`config.mk`:
```
export PLATFORM = sky130hd
export DESIGN_NAME = bus_contention_gate
export DESIGN_NICKNAME = d
export VERILOG_FILES = /design/src/rtl/bcg_pkg.sv /design/src/rtl/bcg_bus_model.sv /design/src/rtl/bcg_decode.sv /design/src/rtl/bcg_stall_ctrl.sv /design/src/rtl/bus_contention_gate.sv
export SDC_FILE = /design/constraint.sdc
export NUM_CORES = 1
export LEC_CHECK = 0
export BUFFER_PORTS_ARGS = -buffer_cell sky130_fd_sc_hd__buf_2
export CORE_MARGIN = 5
export CORE_UTILIZATION = 41
export DETAILED_ROUTE_END_ITERATION = 6
export PLACE_DENSITY = 0.81
export SLEW_MARGIN = 20
export SYNTH_ARGS = -nofsm -noshare
export SYNTH_HDL_FRONTEND = slang
export SYNTH_SLANG_ARGS = --single-unit
```
`constraint.sdc`:
```
create_clock -name clk -period 1.1 [get_ports clk]
set_input_delay 0.11 -clock clk [delete_from_list [all_inputs] [get_ports clk]]
set_output_delay 0.11 -clock clk [all_outputs]
set_load 0.05 [all_outputs]
```
`src/rtl/bcg_pkg.sv`:
```
package bcg_pkg;
  localparam int ADDR_W  = 16;
  localparam int BYTE_W  = 8;
  localparam int TAG_W   = 2;
  localparam logic [TAG_W-1:0] SHARED_TAG = 2'b01;

  function automatic logic in_shared(input logic [TAG_W-1:0] tag);
    return tag == SHARED_TAG;
  endfunction
endpackage

```
`src/rtl/bcg_bus_model.sv`:
```
module bcg_bus_model #(
  parameter int AW = 16,
  parameter int BW = 8
) (
  input  logic          clk,
  input  logic          rst,
  input  logic [AW-1:0] cpu_addr,
  input  logic          cpu_mreq_n,
  input  logic          fetch_refresh,
  input  logic [BW-1:0] ireg,
  input  logic [BW-1:0] rreg,
  output logic [AW-1:0] eff_addr,
  output logic          eff_mreq_n,
  output logic [AW-1:0] bus_addr,
  output logic          bus_mreq_n,
  output logic          bus_rfsh_n
);
  localparam int HI_W = AW - BW;

  logic [HI_W-1:0] hi_byte;

  generate
    if (HI_W == BW) begin : g_same
      assign hi_byte = ireg;
    end else begin : g_pad
      assign hi_byte = HI_W'(ireg);
    end
  endgenerate

  always_comb begin
    if (fetch_refresh) begin
      eff_addr   = {hi_byte, rreg};
      eff_mreq_n = 1'b0;
    end else begin
      eff_addr   = cpu_addr;
      eff_mreq_n = cpu_mreq_n;
    end
  end

  always_ff @(posedge clk) begin
    if (rst) begin
      bus_addr   <= '0;
      bus_mreq_n <= 1'b1;
      bus_rfsh_n <= 1'b1;
    end else begin
      bus_addr   <= eff_addr;
      bus_mreq_n <= eff_mreq_n;
      bus_rfsh_n <= ~fetch_refresh;
    end
  end
endmodule

```
`src/rtl/bcg_decode.sv`:
```
module bcg_decode
  import bcg_pkg::*;
(
  input  logic [TAG_W-1:0] eff_tag,
  input  logic             eff_mreq_n,
  input  logic             cpu_iorq_n,
  input  logic             fetch_refresh,
  output logic             hit
);
  logic win;
  logic io_req;

  assign win    = in_shared(eff_tag);
  assign io_req = ~cpu_iorq_n & ~fetch_refresh;
  assign hit    = win & (~eff_mreq_n | io_req);
endmodule

```
`src/rtl/bcg_stall_ctrl.sv`:
```
module bcg_stall_ctrl #(
  parameter int BW = 8,
  parameter int TW = 2,
  parameter logic [TW-1:0] TAG = 2'b01
) (
  input  logic          clk,
  input  logic          rst,
  input  logic          hit,
  input  logic          t_first,
  input  logic          fetch_refresh,
  input  logic          video_busy,
  input  logic [BW-1:0] ireg,
  output logic          clk_en,
  output logic          contended,
  output logic          refresh_hit
);
  logic stall_q;
  logic prev_refresh;
  logic stall_start;
  logic stall_next;
  logic vec_in_window;

  assign vec_in_window = ireg[BW-1 -: TW] == TAG;
  assign stall_start   = t_first & ~fetch_refresh & hit & video_busy;
  assign stall_next    = stall_q ? video_busy : stall_start;

  always_ff @(posedge clk) begin
    if (rst) begin
      stall_q      <= 1'b0;
      prev_refresh <= 1'b0;
      clk_en       <= 1'b1;
      contended    <= 1'b0;
      refresh_hit  <= 1'b0;
    end else begin
      stall_q      <= stall_next;
      prev_refresh <= fetch_refresh;
      clk_en       <= ~stall_next;
      contended    <= hit;
      refresh_hit  <= fetch_refresh & ~prev_refresh & vec_in_window;
    end
  end
endmodule

```
`src/rtl/bus_contention_gate.sv`:
```
module bus_contention_gate
  import bcg_pkg::*;
(
  input  logic              clk,
  input  logic              rst,
  input  logic [ADDR_W-1:0] cpu_addr,
  input  logic              cpu_mreq_n,
  input  logic              cpu_iorq_n,
  input  logic              t_first,
  input  logic              fetch_refresh,
  input  logic [BYTE_W-1:0] ireg,
  input  logic [BYTE_W-1:0] rreg,
  input  logic              video_busy,
  output logic              clk_en,
  output logic              contended,
  output logic              refresh_hit,
  output logic [ADDR_W-1:0] bus_addr,
  output logic              bus_mreq_n,
  output logic              bus_rfsh_n
);
  logic [ADDR_W-1:0] eff_addr;
  logic              eff_mreq_n;
  logic              hit;

  bcg_bus_model #(.AW(ADDR_W), .BW(BYTE_W)) u_bus (
    .clk(clk), .rst(rst), .cpu_addr(cpu_addr), .cpu_mreq_n(cpu_mreq_n),
    .fetch_refresh(fetch_refresh), .ireg(ireg), .rreg(rreg),
    .eff_addr(eff_addr), .eff_mreq_n(eff_mreq_n),
    .bus_addr(bus_addr), .bus_mreq_n(bus_mreq_n), .bus_rfsh_n(bus_rfsh_n)
  );

  bcg_decode u_dec (
    .eff_tag(eff_addr[ADDR_W-1 -: TAG_W]), .eff_mreq_n(eff_mreq_n),
    .cpu_iorq_n(cpu_iorq_n), .fetch_refresh(fetch_refresh), .hit(hit)
  );

  bcg_stall_ctrl #(.BW(BYTE_W), .TW(TAG_W), .TAG(SHARED_TAG)) u_stall (
    .clk(clk), .rst(rst), .hit(hit), .t_first(t_first),
    .fetch_refresh(fetch_refresh), .video_busy(video_busy), .ireg(ireg),
    .clk_en(clk_en), .contended(contended), .refresh_hit(refresh_hit)
  );
endmodule

```
==> flow_summary.yaml, run 1 <==
setup_path:
  critical_path_required_ns: 0.99
  cp_max_fo: 1
  critPathTopFamily: "flip-flops"
  cp.arrival_ns: 0.90
  crit_chain: "buf_2"
  crit_path_end_kind: "output port"
  crit_type: "flop to output port"
  slowest_delay_ns: 0.34
  slowest_stage: "dfxtp_1"
  cp-start-kind: "flop"
  critical_path_buf_inv_count: 1
clocking:
  h-tree-depth: 1
  clock_latency_ns: 0.29
  post_cts_resized: 0
  clkTransAtPathRegs_ns: 0.12
  cts_sinks: 23
  cts_root_buf: "clkbuf_4"
  clock_path_buffers: 2
  cts_buffers: 3
  cts_setup_buffers: 0
  cts_tree: "built"
timing:
  hold_viol: 0
  setup_viol: 0
  worst_slew_pin_slew_ns: 0.339
  setup_tns_ns: 0
  drv_slew: 0
  period_minus_slack_ns: 1.01
  max_clock_freq_mhz: 994
  rsz0062_at_grt: "false"
  min_period_over_period_pct: 91.4
  slew_headroom_pct: 77.1
  fin_skew_ns: 0.000175
  timing.hold.ws_ns: 0.0335
run:
  cap_violations: 0
final_layout:
  fin_util_pct: 61.5
  final_cell_mix: "buf_2, dfxtp_1, mux2i_1, nor2_1, buf_4"
  area_growth_pct: 44.5
  final_layout_size_suffix_gt1_share_pct: 50.0
  fin_nets: 178
  diodes: 0
  layout_commonest_cell: "buf_2"
global_routing:
  grt_use_total_pct: 14.1
  grt-ovfl-total: 0
  grt_max_degree: 14
  grt_first_pass_wirelength_um: 3050
  grt_pass1_vias: 777
  antenna_found_initial: 0
floorplanning:
  num_rows: 16
  die_w_um: 54.7
  die_h_um: 54.7
  core_um2: 1920
  design.die.area_um2: 2990
  io_pins: 60
  start_util_pct: 42.6
route:
  vias: 755
  drt-initial-drc-count: 2
  routed_wl_um: 1980
  antenna_left: 0
  drt_pass1_iterations: 4
  wl_per_cell_um: 12.0
  drc_errors: 0
  avgViaCountPerCell: 4.58
logic_synthesis:
  synth_top_area_share_pct: 56.3
  synth_largest_area_cell: "dfxtp_1"
  yosys-top-cells-area: "dfxtp_1, mux2i_1, nor2_1"
  yosysSeqAreaShare_pct: 56.3
  synth_seq_cells: 23
  syn_inst: 74
  synth_nets: 113
  mappedNetlistArea_um2: 818
  avgSynthCellArea_um2: 11.1
  ys_warn_count: 0
  synth_cell_types: 19
hold_path:
  hold_class: "input pin to flop"
pwr:
  power_density_nw_per_um2: 1400
  power_leakage_nw: 0.648
  ir_worst_vdd_v: 0.000797
placement:
  dpl.hpwl_um: 1660
  portBuffers: 59
  gp_congestion: 0.641
outcome:
  outcome: "finished, final reports clean"
report_power, final:
part	switching, mW	internal (mW)	leakage, nW
clock network	0.232	0.135	0.0177
registers	0.0103	0.881	0.191
logic	0.261	0.135	0.439
total	0.503	1.15	0.648
registers in the layout (all words and copies together) (netlist names):
signal                flops
u_bus.bus_addr           16
u_bus.bus_mreq_n          1
u_bus.bus_rfsh_n          1
u_stall.clk_en            1
u_stall.contended         1
u_stall.prev_refresh      1
u_stall.refresh_hit       1
u_stall.stall_q           1
area by class of cell:
cell class,instances,area (µm²)
Fill cell,178,739
Sequential cell,23,460
Timing Repair Buffer,64,335
Multi-Input combinational cell,45,318
Tap cell,27,33.8
Clock buffer,3,22.5
Inverter,2,7.51
Clock inverter,1,5.00
path summary, 6_finish.rpt:
check,startpoint,endpoint,slack (ns),cells past startpoint
max,u_bus.bus_addr[12],bus_addr[12],0.09,1
min,cpu_addr[2],u_bus.bus_addr[2],0.03,3
max reg2reg,u_stall.stall_q,u_stall.stall_q,0.35,2
min reg2reg,u_stall.prev_refresh,u_stall.refresh_hit,0.40,1
tightest hold or removal path, stage by stage:
cell	delay, ns
buf_2	0.07
mux2i_1	0.05
nor2_1	0.07
Yosys cell counts:
cell / n
inv_2: 1
a31o_1: 1
dfxtp_1: 23
inv_1: 1
nand2b_1: 3
buf_6: 2
mux2i_1: 15
a21oi_1: 1
buf_2: 2
nor4bb_1: 1
nor2b_1: 1
a221oi_2: 1
and3b_1: 1
nor2_1: 15
nor4b_1: 1
a21o_1: 1
nand2_1: 2
a211o_1: 1
a31oi_1: 1
per-layer routing:
metal | vias up | share of wire (%) | wire length, µm | track usage [%]
li1 | 377 | - | - | -
met1 | 327 | 39 | 772 | 15.2
met2 | 51 | 45 | 890 | 25.6
met3 | 0 | 16 | 321 | 4.90
met4 | 0 | 0 | 0 | 3.73
met5 | - | 0 | 0 | 0
metrics by stage:
step	cell area (µm²)	instances	power, mW	setup slack (ns)
3_5_place_dp	1140	160	1.31	0.130
3_3_place_gp	1140	160	1.30	0.184
5_1_grt	1180	165	1.75	0.0401
2_1_floorplan	818	74	1.17	0.343
4_1_cts	1180	165	1.68	0.0629
6_report	1180	165	1.65	0.0944
what timing repair did:
| action | 4_1_cts | 5_1_grt |
|---|---|---|
| endpoints found under the setup margin | 0 | 0 |
| hold buffers | 1 | 0 |
| endpoints found under the hold margin | 1 | 0 |
cell families (layout without fill, tap and decap cells):
kind of cell,Yosys count,in the layout,share of synthesized area [%]
simple gates,24,24,14.2
flops,23,23,56.3
compound gates,6,6,6.27
mux,15,15,18.3
buf+inv,6,70,4.89
No activity file was read; power rests on OpenSTA's default activity.
==> run 2, diff against run 1 <==
clock period = 1.2 ns   (was 1.1 ns; I/O delays follow)
==> run 2 against run 1 <==
Net effect: non-clock buffer count down 2; die area unchanged; register-to-register slack improved by 0.09 ns; first-iteration DRC count increased to 8.0 times the previous value; wire length decreased by 1.9%; utilization is 0.85 points lower; clock skew barely moved; clock power decreased by 9.0%; via count fell by 1.6%; critical path type unchanged; highest routed layer unchanged.
==> flow_summary.yaml, run 2 (synthesis results as in run 1) <==
setup_path:
  slowest_delay_ns: 0.33
  cp-start-kind: "flop"
  cp_max_fo: 1
  crit_path_end_kind: "output port"
  crit_type: "flop to output port"
  critical_path_required_ns: 1.08
  critPathTopFamily: "flip-flops"
  cp.arrival_ns: 0.89
  slowest_stage: "dfxtp_1"
  critical_path_buf_inv_count: 1
  crit_chain: "buf_2"
global_routing:
  grt_max_degree: 17
  grt_pass1_vias: 717
  grt_use_total_pct: 13.9
  grt-ovfl-total: 0
  grt_first_pass_wirelength_um: 2940
  antenna_found_initial: 0
pwr:
  power_leakage_nw: 0.636
  ir_worst_vdd_v: 0.000644
  power_density_nw_per_um2: 1290
floorplanning:
  design.die.area_um2: 2990
  die_w_um: 54.7
  start_util_pct: 42.6
  num_rows: 16
  die_h_um: 54.7
  io_pins: 60
  core_um2: 1920
final_layout:
  fin_nets: 176
  fillers: 170
  diodes: 0
  regMostFlops: "u_bus.bus_addr"
  largest_register_ffs: 16
  final_cell_mix: "buf_2, dfxtp_1, mux2i_1, nor2_1"
  layout_commonest_cell: "buf_2"
  final_layout_size_suffix_gt1_share_pct: 48.5
  area_growth_pct: 42.5
timing:
  worst_slew_pin_slew_ns: 0.403
  rsz0062_at_grt: "false"
  hold_viol: 0
  slew_headroom_pct: 73.1
  min_period_over_period_pct: 83.9
  fin_skew_ns: 0.000246
  max_clock_freq_mhz: 993
  drv_slew: 0
  timing.hold.ws_ns: 0.0443
  setup_tns_ns: 0
  setup_viol: 0
  period_minus_slack_ns: 1.01
clocking:
  cts_root_buf: "clkbuf_4"
  clock_latency_ns: 0.30
  cts_tree: "built"
  cts_sinks: 23
  clkTransAtPathRegs_ns: 0.11
  h-tree-depth: 1
  clock_path_buffers: 2
  cts_buffers: 3
  cts_setup_buffers: 0
hold_path:
  hold_class: "input pin to flop"
placement:
  dpl.hpwl_um: 1570
  portBuffers: 59
  gp_congestion: 0.635
route:
  drc_errors: 0
  vias: 743
  wl_per_cell_um: 11.9
  antenna_left: 0
  routed_wl_um: 1950
  drt-initial-drc-count: 16
  drt_pass1_iterations: 4
  avgViaCountPerCell: 4.56
run:
  cap_violations: 0
outcome:
  outcome: "finished, final reports clean"
run 2: changes by cell type in the layout (fill, tap and decap cells not counted), sizes merged:
cell	change
clkinv	-1
clkbuf	+1
buf	-2
run 2: metrics by stage:
step           power, mW  instances  setup WS (ns)  util [%]  cell area (µm²)
6_report            1.51        163          0.193      60.7             1170
5_1_grt             1.59        163          0.141      60.7             1170
4_1_cts             1.53        163          0.166      60.7             1170
3_5_place_dp        1.19        158         0.0813      58.8             1130
3_3_place_gp        1.18        158          0.133      58.8             1130
2_1_floorplan       1.08         74          0.433         -              818
run 2: what timing repair did:
item,CTS,global route
endpoints found under the hold margin,1,0
hold buffers,1,0
resized for setup,0,0
run 2: final timing paths:
check	from	endpoint	slack, ns	cells past startpoint
max	u_bus.bus_addr[12]	bus_addr[12]	0.19	1
min	cpu_addr[2]	u_bus.bus_addr[2]	0.04	3
max reg2reg	u_stall.stall_q	u_stall.stall_q	0.44	2
min reg2reg	u_stall.prev_refresh	u_stall.refresh_hit	0.40	1
run 2: area by class of cell:
class                           instances  area (µm²)  area share [%]
Sequential cell                        23         460            39.5
Tap cell                               27        33.8            2.90
Clock buffer                            4        26.3            2.25
Inverter                                2        7.51           0.644
Multi-Input combinational cell         45         318            27.3
Timing Repair Buffer                   62         320            27.5
run 2: power by group:
part | total [mW] | internal, mW | switching, mW
sequential | 0.816 | 0.807 | 0.00912
clock | 0.334 | 0.129 | 0.205
combinational | 0.358 | 0.119 | 0.239
total | 1.51 | 1.06 | 0.453
run 2: per-layer routing:
layer	share of wire (%)	track usage, %
met1	37	15.1
met2	44	23.6
met3	18	5.45
met4	0	6.22
met5	0	0
